**src/rtl/sic_pkg.sv**
```systemverilog
package sic_pkg;

  typedef enum logic [1:0] {
    ST_RUN  = 2'd0,
    ST_HALT = 2'd1,
    ST_SLOW = 2'd2
  } sic_state_e;

  // Divisor for a selection code: 2^(base_log2 + code)
  function automatic int unsigned div_ratio(input int unsigned code,
                                            input int unsigned base_log2);
    return 32'd1 << (base_log2 + code);
  endfunction

  // Wake latency for an interrupt seen at divider phase `phase`
  function automatic int unsigned wake_latency(input int unsigned ratio,
                                               input int unsigned phase);
    return ratio - phase;
  endfunction

endpackage

```
**src/rtl/sic_divider.sv**
```systemverilog
module sic_divider #(
  parameter int BASE_LOG2 = 4,
  parameter int SEL_W     = 2,
  localparam int CNT_W    = BASE_LOG2 + (1 << SEL_W) - 1
) (
  input  logic             clk,
  input  logic             rst_n,
  input  logic             run,
  input  logic [SEL_W-1:0] sel,
  output logic             tick,
  output logic [CNT_W-1:0] phase
);

  logic [CNT_W-1:0] cnt_q;
  logic [CNT_W-1:0] term;

  assign term  = CNT_W'(sic_pkg::div_ratio(32'(sel), 32'(BASE_LOG2)) - 32'd1);
  assign tick  = run && (cnt_q == term);
  assign phase = cnt_q;

  always_ff @(posedge clk) begin
    if (!rst_n)      cnt_q <= '0;
    else if (!run)   cnt_q <= '0;
    else if (tick)   cnt_q <= '0;
    else             cnt_q <= cnt_q + 1'b1;
  end


  cnt_in_range_chk: assert property (@(posedge clk) disable iff (!rst_n)
    run |-> (cnt_q <= term));


  cnt_restart_chk: assert property (@(posedge clk) disable iff (!rst_n)
    $rose(run) |-> (cnt_q == '0));

endmodule

```
**src/rtl/sic_wake.sv**
```systemverilog
module sic_wake #(
  parameter int NIRQ = 8
) (
  input  logic            clk,
  input  logic            rst_n,
  input  logic [NIRQ-1:0] irq_req,
  input  logic [NIRQ-1:0] irq_unmask,
  input  logic            arm,
  output logic            hit,
  output logic            pend
);

  logic pend_q;

  assign hit  = |(irq_req & irq_unmask);
  assign pend = pend_q;

  always_ff @(posedge clk) begin
    if (!rst_n)    pend_q <= 1'b0;
    else if (!arm) pend_q <= 1'b0;
    else           pend_q <= pend_q | hit;
  end


  pend_hold_chk: assert property (@(posedge clk) disable iff (!rst_n)
    (arm && pend_q) |=> (pend_q || !arm));

endmodule

```
**src/rtl/sic_fsm.sv**
```systemverilog
module sic_fsm #(
  parameter int SEL_W = 2
) (
  input  logic                 clk,
  input  logic                 rst_n,
  input  logic                 idle_req,
  input  logic                 idle_div,
  input  logic [SEL_W-1:0]     idle_sel,
  input  logic                 hit,
  input  logic                 pend,
  input  logic                 tick,
  output sic_pkg::sic_state_e  state,
  output logic [SEL_W-1:0]     sel_q,
  output logic                 resume
);
  import sic_pkg::*;

  sic_state_e       st_q, st_d;
  logic [SEL_W-1:0] sel_d;
  logic             wake_go;

  always_comb begin
    st_d    = st_q;
    sel_d   = sel_q;
    wake_go = 1'b0;
    unique case (st_q)
      ST_RUN: begin
        if (idle_req) begin
          st_d  = idle_div ? ST_SLOW : ST_HALT;
          sel_d = idle_sel;
        end
      end
      ST_HALT: begin
        if (hit) begin
          st_d    = ST_RUN;
          wake_go = 1'b1;
        end
      end
      ST_SLOW: begin
        if (tick && (hit || pend)) begin
          st_d    = ST_RUN;
          wake_go = 1'b1;
        end
      end
      default: st_d = ST_RUN;
    endcase
  end

  always_ff @(posedge clk) begin
    if (!rst_n) begin
      st_q   <= ST_RUN;
      sel_q  <= '0;
      resume <= 1'b0;
    end else begin
      st_q   <= st_d;
      sel_q  <= sel_d;
      resume <= wake_go;
    end
  end

  assign state = st_q;


  halt_wake_chk: assert property (@(posedge clk) disable iff (!rst_n)
    (st_q == ST_HALT && hit) |=> (st_q == ST_RUN && resume));


  masked_stay_chk: assert property (@(posedge clk) disable iff (!rst_n)
    (st_q == ST_HALT && !hit) |=> (st_q == ST_HALT));


  resume_pulse_chk: assert property (@(posedge clk) disable iff (!rst_n)
    resume |=> !resume);


  ignore_req_chk: assert property (@(posedge clk) disable iff (!rst_n)
    (st_q != ST_RUN && idle_req) |=> $stable(sel_q));

endmodule

```
**src/rtl/slow_idle_ctrl.sv**
```systemverilog
module slow_idle_ctrl #(
  parameter int NIRQ      = 8,
  parameter int NSTEAL    = 3,
  parameter int BASE_LOG2 = 4,
  parameter int SEL_W     = 2,
  parameter int NPERIPH   = 3
) (
  input  logic              clk,
  input  logic              rst_n,
  input  logic              idle_req,
  input  logic              idle_div,
  input  logic [SEL_W-1:0]  idle_sel,
  input  logic [NIRQ-1:0]   irq_req,
  input  logic [NIRQ-1:0]   irq_unmask,
  input  logic [NSTEAL-1:0] steal_req,
  output logic              core_ce,
  output logic [NPERIPH-1:0] periph_ce,
  output logic [NSTEAL-1:0] steal_gnt,
  output logic              idle_active,
  output logic              resume
);
  import sic_pkg::*;

  localparam int CNT_W = BASE_LOG2 + (1 << SEL_W) - 1;

  sic_state_e       state_w;
  logic [SEL_W-1:0] sel_w;
  logic             tick_w;
  logic             hit_w;
  logic             pend_w;
  logic             slow_w;
  logic [CNT_W-1:0] phase_w;

  assign slow_w = (state_w == ST_SLOW);

  sic_fsm #(.SEL_W(SEL_W)) u_fsm (
    .clk      (clk),
    .rst_n    (rst_n),
    .idle_req (idle_req),
    .idle_div (idle_div),
    .idle_sel (idle_sel),
    .hit      (hit_w),
    .pend     (pend_w),
    .tick     (tick_w),
    .state    (state_w),
    .sel_q    (sel_w),
    .resume   (resume)
  );

  sic_divider #(.BASE_LOG2(BASE_LOG2), .SEL_W(SEL_W)) u_div (
    .clk   (clk),
    .rst_n (rst_n),
    .run   (slow_w),
    .sel   (sel_w),
    .tick  (tick_w),
    .phase (phase_w)
  );

  sic_wake #(.NIRQ(NIRQ)) u_wake (
    .clk        (clk),
    .rst_n      (rst_n),
    .irq_req    (irq_req),
    .irq_unmask (irq_unmask),
    .arm        (slow_w),
    .hit        (hit_w),
    .pend       (pend_w)
  );

  always_comb begin
    unique case (state_w)
      ST_HALT: core_ce = 1'b0;
      ST_SLOW: core_ce = tick_w;
      default: core_ce = 1'b1;
    endcase
  end

  for (genvar g = 0; g < NPERIPH; g++) begin : g_periph
    assign periph_ce[g] = slow_w ? tick_w : 1'b1;
  end

  assign steal_gnt   = steal_req;
  assign idle_active = (state_w != ST_RUN);

  // Wake latency watch: cycles since an unmasked interrupt was seen in divided idle
  logic [CNT_W:0] lat_q;
  logic [CNT_W:0] ratio_w;

  assign ratio_w = (CNT_W+1)'(div_ratio(32'(sel_w), 32'(BASE_LOG2)));

  always_ff @(posedge clk) begin
    if (!rst_n || !slow_w)          lat_q <= '0;
    else if ((pend_w || hit_w) && lat_q != ratio_w) lat_q <= lat_q + 1'b1;
  end


  wake_latency_chk: assert property (@(posedge clk) disable iff (!rst_n)
    slow_w |-> (lat_q < ratio_w));


  periph_follow_chk: assert property (@(posedge clk) disable iff (!rst_n)
    slow_w |-> (periph_ce == {NPERIPH{core_ce}}));


  resume_full_chk: assert property (@(posedge clk) disable iff (!rst_n)
    resume |-> (core_ce && !idle_active && $past(idle_active)));


  halt_core_off_chk: assert property (@(posedge clk) disable iff (!rst_n)
    (idle_active && !slow_w) |-> (!core_ce && (&periph_ce)));

endmodule

```
**config.mk**
```make
export PLATFORM = sky130hd
export DESIGN_NAME = slow_idle_ctrl
export DESIGN_NICKNAME = d
export VERILOG_FILES = /design/src/rtl/sic_pkg.sv /design/src/rtl/sic_divider.sv /design/src/rtl/sic_wake.sv /design/src/rtl/sic_fsm.sv /design/src/rtl/slow_idle_ctrl.sv
export SDC_FILE = /design/constraint.sdc
export NUM_CORES = 1
export LEC_CHECK = 0
export ABC_CLOCK_PERIOD_IN_PS = 1750
export BUFFER_PORTS_ARGS = -buffer_cell sky130_fd_sc_hd__buf_2
export CAP_MARGIN = 20
export CORE_MARGIN = 1.5
export CORE_UTILIZATION = 40
export DETAILED_ROUTE_END_ITERATION = 6
export PLACE_DENSITY = 0.74
export SLEW_MARGIN = 20
export SYNTH_ARGS = -nofsm -noshare
export SYNTH_HDL_FRONTEND = slang
export SYNTH_SLANG_ARGS = --single-unit
```
**constraint.sdc**
```tcl
create_clock -name clk -period 1.75 [get_ports clk]
set_input_delay 0.35 -clock clk [delete_from_list [all_inputs] [get_ports clk]]
set_output_delay 0.35 -clock clk [all_outputs]
set_load 0.02 [all_outputs]
```
==> After elaboration in Yosys (flattened, before gate mapping) <==
Cells that the tools add are included.
{ "word_totals": {"inputBits": 25, "output_inout_bits": 9, "regBits": 13} }
{ "op_classes": {"eq_ne": 6, "n_reduce_logical": 10, "addsub": 3, "muxes": 10, "n_shift": 1, "bitwise": 4} }
{ "op_table": {"columns": ["op", "count"], "rows": [
  ["$and A8 B8 Y8", 1],
  ["$mux W2", 4],
  ["$reduce_or A8 Y1", 1],
  ["$add A7 B1 Y7 const B", 1],
  ["$eq A7 B7 Y1", 1],
  ["$shl A1 B4 Y7 const A", 1],
  ["$sub A7 B1 Y7 const B", 1],
  ["$pmux W2 S3", 1],
  ["$add A3 B2 Y4 const A", 1],
  ["$ne A2 B1 Y1 const B", 2],
  ["$pmux W1 S2", 2],
  ["$reduce_and A2 Y1", 2],
  ["$mux W1", 3],
  ["$reduce_and A3 Y1", 1],
  ["$reduce_or A3 Y1", 1],
  ["$eq A2 B1 Y1 const B", 1],
  ["$eq A2 B2 Y1 const B", 1],
  ["$logic_and A1 B1 Y1", 2],
  ["$logic_not A2 Y1", 1],
  ["$ne A2 B2 Y1 const B", 1],
  ["$not A1 Y1", 2],
  ["$reduce_bool A2 Y1", 1],
  ["$logic_or A1 B1 Y1", 1],
  ["$or A1 B1 Y1", 1]
]} }

==> Logic depth before layout (Yosys ltp) <==
{ "logic_depth": {"ltp_word": 8, "ltp_mapped": 6} }

==> Hierarchy <==
From an unflattened synthesis, not the netlist that was laid out.
{ "hier_totals": {"hier_cells": 87, "hier_area_um2": 763.2} }
{ "by_module_without_submodules": {"columns": ["module", "cells_per_inst", "area_each_um2", "seq_area_each_um2", "instances"], "rows": [
  ["sic_divider", 39, 336.6, 140.1, 1],
  ["sic_fsm", 31, 264.0, 100.1, 1],
  ["sic_wake", 7, 92.6, 20.0, 1],
  ["slow_idle_ctrl", 10, 70.1, 0.0, 1]
]} }

==> Worst setup path before layout <==
Ideal clock, no wire load.
{ "synth_timing": {"path_type": "reg-to-output", "startpoint": "register u_fsm.sel_q[0]", "endpoint": "output periph_ce[1]", "stages_incl_launch_ff": 6, "path_slack_ns": -0.214, "arrival_ns": 1.614, "required_time_ns": 1.400, "path_cell_list": "dfxtp_1 > or4_1 > a21o_1 > a21oi_2 > nand2b_1 > buf_4"} }
{ "synth_between": {"elab_chain_cells": 6} }
{ "synth_lines": {"columns": ["element", "line", "source"], "rows": [
  ["start: declaration", "sic_fsm.sv:13", "output logic [SEL_W-1:0] sel_q,"],
  ["start signal: assignment", "sic_fsm.sv:56", "sel_q <= sel_d;"],
  ["$add A3 B2 Y4", null, null],
  ["$shl A1 B4 Y7", "sic_pkg.sv:12", "return 32'd1 << (base_log2 + code);"],
  ["$sub A7 B1 Y7", "sic_divider.sv:17", "assign term = CNT_W'(sic_pkg::div_ratio(32'(sel), 32'(BASE_LOG2)) - 32'd1);"],
  ["$eq A7 B7 Y1", "sic_divider.sv:18", "assign tick = run && (cnt_q == term);"],
  ["$logic_and A1 B1 Y1", "sic_divider.sv:18", null],
  ["$mux W1", null, null],
  ["end: declaration", "slow_idle_ctrl.sv:17", "output logic [NPERIPH-1:0] periph_ce,"]
]} }
No other way between the ends.

==> Worst setup path in the final report <==
{ "layout_timing": {"startpoint": "register u_fsm.sel_q[0]", "endpoint": "output core_ce"} }
{ "layout_between": {"elab_chain_cells": 6} }
{ "layout_lines": {"columns": ["element", "line", "source"], "rows": [
  ["$add A3 B2 Y4", null, null],
  ["$shl A1 B4 Y7", "sic_pkg.sv:12", null],
  ["$sub A7 B1 Y7", "sic_divider.sv:17", null],
  ["$eq A7 B7 Y1", "sic_divider.sv:18", null],
  ["$logic_and A1 B1 Y1", "sic_divider.sv:18", null],
  ["$pmux W1 S2", "slow_idle_ctrl.sv:70", "unique case (state_w)"],
  ["end: declaration", "slow_idle_ctrl.sv:16", "output logic core_ce,"]
]} }
No other way between the ends.

==> results_dict.tcl <==
set metrics [dict create \
    status "finished, violations left" \
    violations "setup timing" \
    row_count 15 \
    finClkSkew_ns 0.00893 \
    worstSkewPairLatency_ns 0.28 \
    finalSetupViolCount 4 \
    power_uw 799 \
    max_freq_ghz 0.470 \
    synth_top_area_cell "dfxtp_1" \
    dp_hpwl_um 1130 \
    worst_setup_path_start_kind "register" \
    worst_slew_margin_rel_pct 76.7 \
    start_util_pct 42.1 \
    wl_per_cell_um 10.2 \
    p_leak_nw 0.424 \
    final_area_sq_um 945 \
    drt-vias-per-instance 4.88 \
    wl_um 1440 \
    cp_cell_sequence "or4_1, a21o_1, a21oi_4, nand2_1, o21ai_1, buf_4" \
    slowest_stage "or4_1" \
    setup_slack_ns -0.379 \
    holdCritPathClass "input pin to register" \
    slowest_delay_ns 0.51 \
    max_slew.worst_pin.slew_ns 0.348 \
    cts_tree "built" \
    required_ns 1.40 \
    dr_total_vias 688 \
    fin_crit_ns 2.13 \
    drive_above_1_share_pct 34.5 \
    fin_crit_sh_pct 122 \
    ctsHoldBuffers 0 \
    cts.sinks 13 \
    dieHeight_um 45.4 \
    ys_warn_count 0 \
    cts_buffer_depth 2 \
    ys_ff_latch 13 \
    htreeDepth 1 \
    arrival_ns 1.78 \
    avgSynthCellArea_sq_um 8.45 \
    core_area_sq_um 1710 \
    synth_nets 114 \
    ys_seq_area_share_pct 36.2 \
    synth_cells 85 \
    grt_use_total_pct 16.1 \
    antenna_found_initial 0 \
    cap_violations 0 \
    drt_pre_antenna_iters 4 \
    layout.nets 146 \
    crit_path_end_kind "output port" \
    portBuffers 27 \
    n_antenna_cell 0 \
    ios 34 \
    rsz0062_at_grt "true" \
    die-area_sq_um 2060 \
    critical_path_class "register to output port" \
    die_w_um 45.4 \
    powerDensity_nw_per_um2 846 \
    drc_errors 0 \
    finalHoldViolations 0 \
    drtIter0Drc 21 \
    grt_pass1_wl_um 2430 \
    final_util_pct 55.3 \
    place.gp.congestion 0.796 \
    synthDistinctLibCells 28 \
    setup_tns_ns -1.51 \
    dpl_cell_area_sq_um 888 \
    synth_area_sq_um 718 \
    slew_viol_final 0 \
    cts-root-buf "clkbuf_4" \
    ys_top_cells_by_area "dfxtp_1 36%, ha_1 7.0%, nand2_1 5.7%" \
    area_growth_syn_to_layout_pct 31.5 \
    grt_pass1_vias 623 \
    peakVddDrop_v 0.000386 \
    grt_overflow_total 0 \
    detail-route-antenna-nets 0 \
    grt_max_degree 9 \
    synth.top_cell.area_share_pct 36.2 \
    critical_path.max_fanout 4 \
    cts.clk_slew.worst_paths_ns 0.09 \
    cts_setup_buffers 0 \
    cts_made_buffers 3 \
]
-- through the flow --
| stage | std cells | setup slack, ns | hold slack, ns |
|---|---|---|---|
| finish | 141 | -0.379 | 0.322 |
| global route | 141 | -0.459 | 0.356 |
| CTS | 141 | -0.422 | 0.328 |
| detailed placement | 137 | -0.110 | 0.438 |
| global placement | 137 | -0.0887 | 0.427 |
| floorplan | 85 | -0.0902 | 0.410 |
-- path summary, 6_finish.rpt --
path                        from              to  slack (ns)  depth (start not counted)
setup / recovery  u_fsm.sel_q[0]         core_ce       -0.38                          6
hold / removal       idle_sel[1]  u_fsm.sel_q[1]        0.32                          3
setup reg to reg  u_fsm.sel_q[0]  u_fsm.state[0]        0.08                          5
hold reg to reg   u_div.phase[0]  u_div.phase[0]        0.46                          1
-- sequential cells by signal (all words and copies together), names as in the netlist --
name          count
u_fsm.sel_q       2
u_div.phase       7
u_fsm.state       2
u_fsm.resume      1
u_wake.pend       1
-- layout by cell type, fill, tap and decap left out, types with 2 or more instances in the layout --
master,count
a21boi_0,2
a21oi_1,2
a22oi_1,4
and3_1,2
buf_2,23
buf_4,7
buf_6,3
clkbuf_4,3
dfxtp_1,13
ha_1,4
inv_1,5
mux2i_1,2
nand2_1,11
nand3_1,5
nand3b_1,2
nor2_1,10
xnor2_1,3
xor2_1,2
-- logic make-up (layout without fill, tap and decap cells) --
family / count (synthesis) / in the layout / synth area share [%]
compound gates: 14 / 14 / 14.6
xor+xnor: 5 / 5 / 6.10
fa+ha+maj: 4 / 4 / 6.97
buf+inv: 11 / 42 / 9.41
flops: 13 / 13 / 36.2
mux: 2 / 2 / 2.79
simple gates: 36 / 36 / 23.9
-- per-layer routing --
metal | vias to the layer above | part of all wire (%) | track usage [%]
met2 | 29 | 47 | 28.0
met3 | 2 | 6.4 | 2.38
met5 | - | 0 | 0
met4 | 0 | 1.2 | 7.06
met1 | 308 | 45 | 19.5
li1 | 349 | - | -
-- power breakdown --
part | internal, mW | switching (mW) | leakage, nW
logic | 0.131 | 0.149 | 0.300
registers | 0.316 | 0.0122 | 0.105
clock network | 0.0847 | 0.106 | 0.0177
total | 0.531 | 0.267 | 0.424
-- repair_timing --
action | in CTS | in global routing
cloned | 0 | 0
endpoints found under the setup margin | 4 | 5
gates resized for setup | 1 | 8
-- layout make-up --
class | instances | area, sq um
fillers | 157 | 763
multi-input cells | 61 | 405
flip-flops and latches | 13 | 260
repair buffers | 33 | 201
well taps | 25 | 31.3
clock buffers | 3 | 22.5
inverters | 5 | 18.8
clock inverters | 1 | 5.00
-- critical path, delay by kind of cell, from the launching register on --
kind / cells / cell delay (ns)
compound gates: 3 / 0.46
buf+inv: 1 / 0.15
flops: 1 / 0.32
simple gates: 2 / 0.58
-- synth_stat cells (all sizes together) --
cell type  number
dfxtp          13
nand2          11
nor2           10
buf             6
inv             5
nand3           5
a22oi           4
ha              4
a21oi           3
xnor2           3
a21boi          2
and3            2
mux2i           2
nand3b          2
xor2            2
a21o            1
a31oi           1
nand2b          1
nand4           1
nand4b          1
nor3            1
o211ai          1
o21ai           1
o221ai          1
or2             1
or4             1
Power figures use the tool's default switching activity.
